## config.mk

```make
export PLATFORM = sky130hd
export DESIGN_NAME = adc_twopass_seq
export DESIGN_NICKNAME = d
export VERILOG_FILES = /design/src/rtl/adc_twopass_seq.sv
export SDC_FILE = /design/constraint.sdc
export NUM_CORES = 1
export LEC_CHECK = 0
export CAP_MARGIN = 5
export CORE_ASPECT_RATIO = 0.5
export CORE_MARGIN = 2
export CORE_UTILIZATION = 33
export CTS_CLUSTER_DIAMETER = 40
export DETAILED_ROUTE_END_ITERATION = 7
export PLACE_DENSITY = 0.52
export SLEW_MARGIN = 20
export SYNTH_ARGS = -nofsm -noshare
export SYNTH_HDL_FRONTEND = slang
export SYNTH_SLANG_ARGS = --single-unit
```

## constraint.sdc

```tcl
create_clock -name clk -period 2.55 [get_ports clk]
set_input_delay 0.6375 -clock clk [delete_from_list [all_inputs] [get_ports clk]]
set_output_delay 0.6375 -clock clk [all_outputs]
set_load 0.03 [all_outputs]
```

## src/rtl/adc_twopass_seq.sv

```systemverilog
module adc_twopass_seq #(
  parameter int POLL_LIMIT = 100000
) (
  input  logic        clk,
  input  logic        rst_n,
  input  logic        start,
  input  logic [3:0]  chan,
  input  logic [1:0]  range_code,
  input  logic        single_ended,
  output logic        busy,
  output logic        done,
  output logic        error,
  output logic [15:0] sample,
  output logic [2:0]  bus_addr,
  output logic        bus_wr,
  output logic        bus_rd,
  output logic [7:0]  bus_wdata,
  input  logic [7:0]  bus_rdata
);

  localparam int CW = $clog2(POLL_LIMIT + 1);
  localparam logic [CW-1:0] LAST_POLL = CW'(POLL_LIMIT - 1);
  localparam logic [1:0] OFS_LO = 2'd0, OFS_HI = 2'd1, OFS_CMD = 2'd2, OFS_STAT = 2'd3;

  typedef enum logic [2:0] {S_IDLE, S_CMD, S_POLL, S_LO, S_HI} state_t;

  state_t        st;
  logic [7:0]    cmd_q;
  logic          bank_q;
  logic          bipolar_q;
  logic          second;
  logic [CW-1:0] polls;
  logic [7:0]    lo_q;
  logic [1:0]    ofs;

  wire ready = bus_rdata[7];

  always_ff @(posedge clk) begin
    if (!rst_n) begin
      st        <= S_IDLE;
      cmd_q     <= '0;
      bank_q    <= 1'b0;
      bipolar_q <= 1'b0;
      second    <= 1'b0;
      polls     <= '0;
      lo_q      <= '0;
      done      <= 1'b0;
      error     <= 1'b0;
      sample    <= '0;
    end else begin
      done <= 1'b0;
      case (st)
        S_IDLE: if (start) begin
          cmd_q     <= {single_ended, chan[0], chan[2:1], range_code, 2'b00};
          bank_q    <= chan[3];
          bipolar_q <= ~range_code[1];
          second    <= 1'b0;
          st        <= S_CMD;
        end
        S_CMD: begin
          polls <= '0;
          st    <= S_POLL;
        end
        S_POLL: begin
          if (ready) begin
            st <= S_LO;
          end else if (polls == LAST_POLL) begin
            done   <= 1'b1;
            error  <= 1'b1;
            sample <= '0;
            st     <= S_IDLE;
          end else begin
            polls <= polls + 1'b1;
          end
        end
        S_LO: begin
          lo_q <= bus_rdata;
          st   <= S_HI;
        end
        S_HI: begin
          if (!second) begin
            second <= 1'b1;
            st     <= S_CMD;
          end else begin
            sample <= {bus_rdata, lo_q} + (bipolar_q ? 16'h8000 : 16'h0000);
            error  <= 1'b0;
            done   <= 1'b1;
            st     <= S_IDLE;
          end
        end
        default: st <= S_IDLE;
      endcase
    end
  end

  always_comb begin
    case (st)
      S_CMD:   ofs = OFS_CMD;
      S_POLL:  ofs = OFS_STAT;
      S_HI:    ofs = OFS_HI;
      default: ofs = OFS_LO;
    endcase
  end

  assign busy      = (st != S_IDLE);
  assign bus_wr    = (st == S_CMD);
  assign bus_rd    = (st == S_POLL) || (st == S_LO) || (st == S_HI);
  assign bus_addr  = busy ? {bank_q, ofs} : 3'b000;
  assign bus_wdata = bus_wr ? cmd_q : 8'h00;

  a_r8_done_pulse: assert property (@(posedge clk) disable iff (!rst_n)
    done |=> !done);
  a_r8_idle_on_done: assert property (@(posedge clk) disable iff (!rst_n)
    done |-> !busy);
  a_r7_error_zero: assert property (@(posedge clk) disable iff (!rst_n)
    error |-> sample == 16'h0000);
  a_r7_poll_bound: assert property (@(posedge clk) disable iff (!rst_n)
    polls < CW'(POLL_LIMIT));
  a_r4_cmd_offset: assert property (@(posedge clk) disable iff (!rst_n)
    bus_wr |-> bus_addr[1:0] == OFS_CMD);
  a_r4_poll_follows: assert property (@(posedge clk) disable iff (!rst_n)
    bus_wr |=> bus_rd && bus_addr[1:0] == OFS_STAT);
  a_r1_bank_steady: assert property (@(posedge clk) disable iff (!rst_n)
    (bus_rd || bus_wr) && $past(bus_rd || bus_wr) |-> bus_addr[2] == $past(bus_addr[2]));
  a_r10_idle_quiet: assert property (@(posedge clk) disable iff (!rst_n)
    !busy |-> !bus_wr && !bus_rd);
  a_r9_cmd_held: assert property (@(posedge clk) disable iff (!rst_n)
    busy && start |=> cmd_q == $past(cmd_q));

endmodule

```

# == After elaboration in Yosys (flattened, before gate mapping) ==
# Index checks and enable logic that the tools add are counted.
# op_classes
n_addsub,2
n_eq_ne,11
mux,26
bitwise_logic,1
reduce_logical,12
# ops
op,n
16-bit 2-to-1 mux,4
17-bit 2-to-1 mux,2
17-bit one-hot mux with 2 select lines,1
16-bit one-hot mux with 2 select lines,1
"17-bit by 1-bit adder with 17-bit output, second input constant",1
"17-bit == test, second input constant",1
16-bit adder,1
3-bit one-hot mux with 5 select lines,1
3-bit 2-to-1 mux,4
"2-bit inequality test, second input constant",5
1-bit 2-to-1 mux,8
8-bit 2-to-1 mux,1
"3-bit by 2-bit == test with 1-bit output, second input constant",2
1-bit one-hot mux with 2 select lines,3
2-bit one-hot mux with 3 select lines,1
2-bit AND reduction,3
2-bit nonzero test,3
4-bit AND reduction,1
"3-bit by 1-bit == test with 1-bit output, second input constant",1
"3-bit == test, second input constant",1
3-bit logical NOT,1
"3-bit inequality test, second input constant",1
3-bit AND reduction,1
3-bit nonzero test,1
2 further kinds,3
# word_totals
register_bits,55
inputBits,18
output_inout_bits,32
wordCells,62

# == Logic depth before layout (Yosys ltp) ==
# Gate-level depths: netlist of run 1.
# logic_depth
ltp_word,4
mapped_depth,7
depth_no_buf,5

# == Worst setup path after synthesis of run 1 ==
# No wires, ideal clock.
# synth_path
path_type,flip-flop to output port
startpoint,register st[2]
endpoint,output port bus_wdata[2]
arrival_ns,1.809
t_required_ns,1.913
path_slack_ns,0.104
stages_incl_launch_ff,6
n_path_buf,2
path_cell_list,dfxtp_1 > buf_6 > or3b_1 > inv_2 > clkbuf_1 > and2_1
# synth_between
elab_chain_cells,2
# synth_rtl
element,line_no,text
"start, declared",27,state_t st;
"start signal, assigned",40,st <= S_IDLE;
"start signal, assigned",58,st <= S_CMD;
"start signal, assigned",62,st <= S_POLL;
3-bit by 1-bit == test with 1-bit output,106,assign bus_wr = (st == S_CMD);
net bus_wr,15,"output logic bus_wr,"
8-bit 2-to-1 mux,109,assign bus_wdata = bus_wr ? cmd_q : 8'h00;
"end, declared",17,"output logic [7:0] bus_wdata,"
# The timed path passes the listed nets, and every way through them passes these cells.

# == Worst setup path after layout of run 1 ==
# layout_path
startpoint,register st[2]
endpoint,output port bus_wdata[3]
# layout_between
elab_chain_cells,2
# layout_rtl
element,line_no
3-bit by 1-bit == test with 1-bit output,106
8-bit 2-to-1 mux,109
# Every way passes these cells.

==> metrics.yaml, run 1 <==
critical_path:
  path_buf_inv: 3
  critPathArrivalTime_ns: 1.78
  crit_chain: "buf_4, or3b_1, inv_2, and2_1, buf_4"
  critical_path_peak_fanout: 12
  critPathRequiredTime_ns: 1.91
  cp_slowest_cell: "or3b_1"
  crit_path_frequent_cell: "buf_4"
  end_kind: "output port"
  worstSetupStartpointType: "flip-flop"
  max_stage_delay_ns: 0.48
  critPathTopFamily: "simple AND/OR/NAND/NOR gates"
  path_class: "reg2out"
clock_tree:
  insertion_delay_ns: 0.30
  cts_tree: "yes"
  cts_resized: 2
  post-cts-setup-buffers: 0
  cts-root-buf: "clkbuf_16"
  cts_buffer_depth: 2
  ctsHoldBuffers: 0
  htree_levels: 2
  cts_sinks: 55
  cts_made_buffers: 5
  path_clk_slew_ns: 0.08
finish:
  fin_nets: 373
  drive_gt1_share_pct: 10.4
  final_cell_mix: "dfxtp_1 (53), nand2_1 (47), clkdlybuf4s50_1 (39), a21oi_1 (34), buf_4 (22)"
  post-route-util_pct: 44.4
  area_growth_pct: 27.6
  n_antenna_cell: 0
  layout_commonest_cell: "dfxtp_1"
power_and_ir_drop:
  p_per_area_mw_per_mm2: 594
  p_clk_share_pct: 37.9
  leakage_nw: 1.17
  swShare_pct: 28.4
  ir_drop_v: 0.000273
  power.switching_w: 0.000562
  p_int_w: 0.00141
  power_frac_seq_pct: 46.5
  pwr-share-comb_pct: 15.6
logic_synthesis:
  ys_seq_elements: 55
  synth_area_per_cell_um2: 8.33
  yosys.area.top_type: "dfxtp_1"
  ys_types: 52
  ys_warn_count: 0
  synth_top_area_share_pct: 42.2
  async_flop_share_pct: 0
  synth_area_leaders: "dfxtp_1 (42%), nand2_1 (6.8%), a21oi_1 (6.5%)"
  synth-seq-area-share_pct: 42.2
  synth-edff-count: 0
  synthCells: 313
  synth_ff_type: "dfxtp_1"
  syn_area_mm2: 0.00261
die:
  die_y_um: 66.8
  ios: 50
  core_area_mm2: 0.00749
  row_count: 22
  fp.dieW_um: 130
  dieArea_mm2: 0.00867
  start_util_pct: 34.8
timing:
  tightest_slew_ns: 0.609
  slew_headroom_pct: 59.4
  finalHoldViolCount: 0
  setup_viol: 0
  clock.fmax_ghz: 0.413
  final.setup.tns_ns: 0
  rsz0062_at_grt: "no"
  post-route-period-util_pct: 95.0
  fin_skew_ns: 0.00723
  maxSlewViolCount: 0
  layout_min_cycle_time_ns: 2.42
routing:
  dr.pass1.iters: 4
  ant_nets: 0
  drt-initial-drc-count: 161
  wl_per_cell_um: 14.5
  drt_wl_total_mm: 6.73
  num_vias: 2394
  viasPerCell: 5.17
  drc: 0
grt:
  grt_pass1_wl_mm: 11.2
  grtUsageTotal_pct: 16.7
  grt-busiest-layer: "met2"
  grt.met1_usage_pct: 21.9
  grt_max_degree: 27
  grt_pass1_vias: 2244
  overflow: 0
  antenna_found_initial: 0
  grt_util_met3_pct: 4.42
  met2_usage_pct: 26.8
placed_design:
  portBuffers: 47
  dpl.hpwl_mm: 4.73
  gp_congestion: 0.844
run:
  cap_viol_max_count: 0
worst_hold_path:
  min_path_type: "reg2reg"
status:
  outcome: "completed"
[kinds of logic after synthesis]
group / share of synthesized area, %
compound gates: 21.6
buf+inv: 6.43
flops: 42.2
other cells: 0.144
xor+xnor: 0.672
fa+ha+maj: 0.480
simple gates: 25.3
mux: 3.07
[cell usage after synthesis, types with 3 or more instances]
library cell	n
a21oi_1	34
a221oi_1	6
a31oi_1	4
and2_1	11
and3_1	3
and4_1	4
buf_4	3
buf_6	3
clkbuf_1	19
dfxtp_1	55
inv_1	6
mux2i_1	8
nand2_1	47
nand2b_1	5
nand3_1	7
nand4_1	8
nor2_1	18
nor2b_1	3
nor4bb_1	4
o211ai_1	19
o21ai_0	6
or3_1	4
[power groups by stage]
stage	clock (W)	sequential [W]	combinational (W)
final	0.000749	0.000919	0.000308
after global routing	0.000809	0.000925	0.000338
after CTS	0.000769	0.000918	0.000310
after detailed placement	0	0.000936	0.000309
after global placement	0	0.000936	0.000306
after floorplan	0	0.000919	0.000210
[worst register-to-register path: cells and delay by family (launching register included)]
kind,cells,cell delay [ns]
buffers and inverters,1,0.17
and+or+nand+nor,2,0.78
AOI/OAI and AO/OA,2,0.33
adders and majority gates,1,0.26
DFF,1,0.40
[metrics by stage]
step	total power (W)	cells	area (um^2)	setup slack, ns	hold slack [ns]
after floorplan	0.00113	314	2610	0.104	0.432
after global placement	0.00124	455	3160	0.113	0.439
after detailed placement	0.00125	455	3160	0.0872	0.445
after CTS	0.00200	463	3320	0.0153	0.456
after global routing	0.00207	463	3330	0.0101	0.476
final	0.00198	463	3330	0.128	0.454
[per-layer routing]
metal  vias to the layer above  routed length (um)  share of wire, %
met5                         -                   0                 0
met4                         0                  99               1.5
met3                         8                 268               4.0
met2                        48                3080                46
met1                      1126                3280                49
li1                       1212                   -                 -
[final timing paths]
kind / start / to / slack [ns] / cells after the start
worst max-delay path: st[2] / bus_wdata[3] / 0.13 / 5
worst min-delay path: cmd_q[2] / cmd_q[2] / 0.45 / 2
worst max register to register: polls[0] / polls[9] / 0.53 / 6
worst min register to register: cmd_q[2] / cmd_q[2] / 0.45 / 2
[sequential cells by signal, summed over array words and instances (netlist names)]
signal     flops
sample        16
error          1
polls         17
done           1
bank_q         1
cmd_q          6
bipolar_q      1
second         1
st             3
lo_q           8
[area by class of cell]
cell class / count / area [um^2]
clock inverters: 2 / 20.0
clock buffers: 6 / 139
inverters: 7 / 26.3
multi-input cells: 224 / 1350
well taps: 108 / 135
flip-flops and latches: 55 / 1100
fillers: 751 / 4160
repair buffers: 61 / 556
Note: power is estimated with default switching activity, not from simulation.
==> run 2: changes to the inputs <==
--- a/config.mk
+++ b/config.mk
@@ -7,7 +7,7 @@
 export LEC_CHECK = 0
 export CAP_MARGIN = 5
 export CORE_ASPECT_RATIO = 0.5
-export CORE_MARGIN = 2
+export CORE_MARGIN = 4
 export CORE_UTILIZATION = 33
 export CTS_CLUSTER_DIAMETER = 40
 export DETAILED_ROUTE_END_ITERATION = 7
==> metrics.yaml, run 2 (synthesized netlist as in run 1, its figures left out) <==
status:
  outcome: "completed"
critical_path:
  critPathRequiredTime_ns: 1.91  # about the same
  crit_chain: "nor3_2, inv_1, and2_1, clkdlybuf4s50_1"
  critPathArrivalTime_ns: 1.77  # about the same
  cp_slowest_cell: "clkdlybuf4s50_1"
  max_stage_delay_ns: 0.67  # +0.19 ns
  critical_path_peak_fanout: 8  # -4
  worstSetupStartpointType: "flip-flop"
  end_kind: "output port"
  path_class: "reg2out"
finish:
  fin_nets: 376  # +0.80%
  layout_commonest_cell: "dfxtp_1"
  n_antenna_cell: 0  # unchanged
  final_cell_mix: "dfxtp_1 (54), nand2_1 (47), clkdlybuf4s50_1 (39), a21oi_1 (34), buf_4 (24)"
  drive_gt1_share_pct: 11.2  # +0.75 points
  regMostFlops: "polls"
  area_growth_pct: 29.0
  nFillCells: 756  # +0.67%
  largest_reg_flops: 17  # unchanged
  reg_top3: "polls (17), sample (16), lo_q (8)"
grt:
  grtUsageTotal_pct: 14.6  # -2.1 points
  overflow: 0  # unchanged
  grt_pass1_wl_mm: 11.4  # +1.8%
  grt_max_degree: 35  # +30%
  antenna_found_initial: 0  # unchanged
  grt_pass1_vias: 2323  # +3.5%
routing:
  ant_nets: 0  # unchanged
  num_vias: 2420  # +1.1%
  drc: 0  # unchanged
  wl_per_cell_um: 14.6  # about the same
  drt_wl_total_mm: 6.78  # +0.74%
  viasPerCell: 5.19  # +0.44%
  drt-initial-drc-count: 190  # +18%
  dr.pass1.iters: 4  # unchanged
clock_tree:
  cts_tree: "yes"
  insertion_delay_ns: 0.30  # about the same
  cts-root-buf: "clkbuf_16"
  cts_sinks: 55  # unchanged
  path_clk_slew_ns: 0.07  # about the same
  htree_levels: 2  # unchanged
  cts_buffer_depth: 2  # unchanged
  cts_made_buffers: 5  # unchanged
timing:
  post-route-period-util_pct: 94.6  # -0.43 points
  rsz0062_at_grt: "no"
  setup_viol: 0  # unchanged
  final.setup.tns_ns: 0  # unchanged
  layout_min_cycle_time_ns: 2.41  # -0.0109 ns
  tightest_slew_ns: 0.678  # +0.0693 ns
  maxSlewViolCount: 0  # unchanged
  fin_skew_ns: 0.0102  # +0.00300 ns
  finalHoldViolCount: 0  # unchanged
  slew_headroom_pct: 54.6  # -4.7 points
  clock.fmax_ghz: 0.415  # +0.45%
placed_design:
  portBuffers: 47  # unchanged
  dpl.hpwl_mm: 4.79  # +1.3%
  gp_congestion: 0.825  # -2.3%
power_and_ir_drop:
  p_clk_share_pct: 36.8  # -1.1 points
  p_int_w: 0.00143  # +0.81%
  pwr-share-comb_pct: 16.7  # +1.1 points
  power_frac_seq_pct: 46.5  # about the same
  power.total_w: 0.00197  # -0.42%
  ir_drop_v: 0.000241  # -12%
  leakage_nw: 1.19  # +1.4%
  p_per_area_mw_per_mm2: 585  # -1.5%
  power.switching_w: 0.000542  # -3.5%
  swShare_pct: 27.6  # -0.88 points
die:
  start_util_pct: 34.8  # unchanged
  dieArea_mm2: 0.00947  # +9.3%
  core_area_mm2: 0.00749  # unchanged
  die_y_um: 70.8  # +6.0%
  ios: 50  # unchanged
  row_count: 22  # unchanged
  fp.dieW_um: 134  # +3.1%
run:
  cap_viol_max_count: 0  # unchanged
worst_hold_path:
  min_path_type: "reg2reg"
[run 2: power by group through the flow]
stage	sequential, W	clock (W)	combinational, W
2_1_floorplan	0.000919	0	0.000210
3_3_place_gp	0.000932	0	0.000324
3_5_place_dp	0.000933	0	0.000326
4_1_cts	0.000913	0.000756	0.000328
5_1_grt	0.000920	0.000789	0.000360
6_report	0.000915	0.000724	0.000328
[run 2: routing by layer]
metal,wire (um),GRT usage [%]
met2,3230,23.9
met3,171,3.34
met1,3320,19.7
met5,0,0
met4,61,3.76
[run 2: layout make-up]
type                            count  area [um^2]  area share [%]
Sequential cell                    55         1100            32.8
Inverter                            7         28.8           0.856
Multi-Input combinational cell    224         1350            40.1
Timing Repair Buffer               64          591            17.6
Tap cell                          108          135            4.02
Clock buffer                        6          139            4.13
Clock inverter                      2         17.5           0.521
[run 2: stage by stage]
step | utilization (%) | worst slack, ns | area [um^2] | hold WS [ns] | cells
CTS | 44.8 | 0.00897 | 3360 | 0.454 | 466
finish | 44.9 | 0.139 | 3360 | 0.453 | 466
floorplan | - | 0.104 | 2610 | 0.432 | 314
detailed placement | 42.7 | 0.140 | 3190 | 0.445 | 458
global route | 44.9 | 0.0403 | 3360 | 0.475 | 466
global placement | 42.7 | 0.177 | 3190 | 0.439 | 458
[run 2: final timing paths]
path | slack, ns | cells past startpoint | start | end
setup / recovery | 0.14 | 4 | st[1] | bus_addr[2]
hold / removal | 0.45 | 2 | bank_q | bank_q
setup reg to reg | 0.48 | 6 | polls[0] | polls[9]
hold reg to reg | 0.45 | 2 | bank_q | bank_q
[run 2: repair_timing]
action / in CTS / in global routing
gates resized for setup: 1 / 3
endpoints found under the setup margin: 1 / 8
hold buffers: 0 / 0
pin swaps: 0 / 0
setup buffers: 0 / 0
[run 2: critical path, delay by kind of cell (launching register included)]
family | cells | cell delay (ns)
buffers and inverters | 2 | 0.77
DFF | 1 | 0.49
and+or+nand+nor | 2 | 0.22
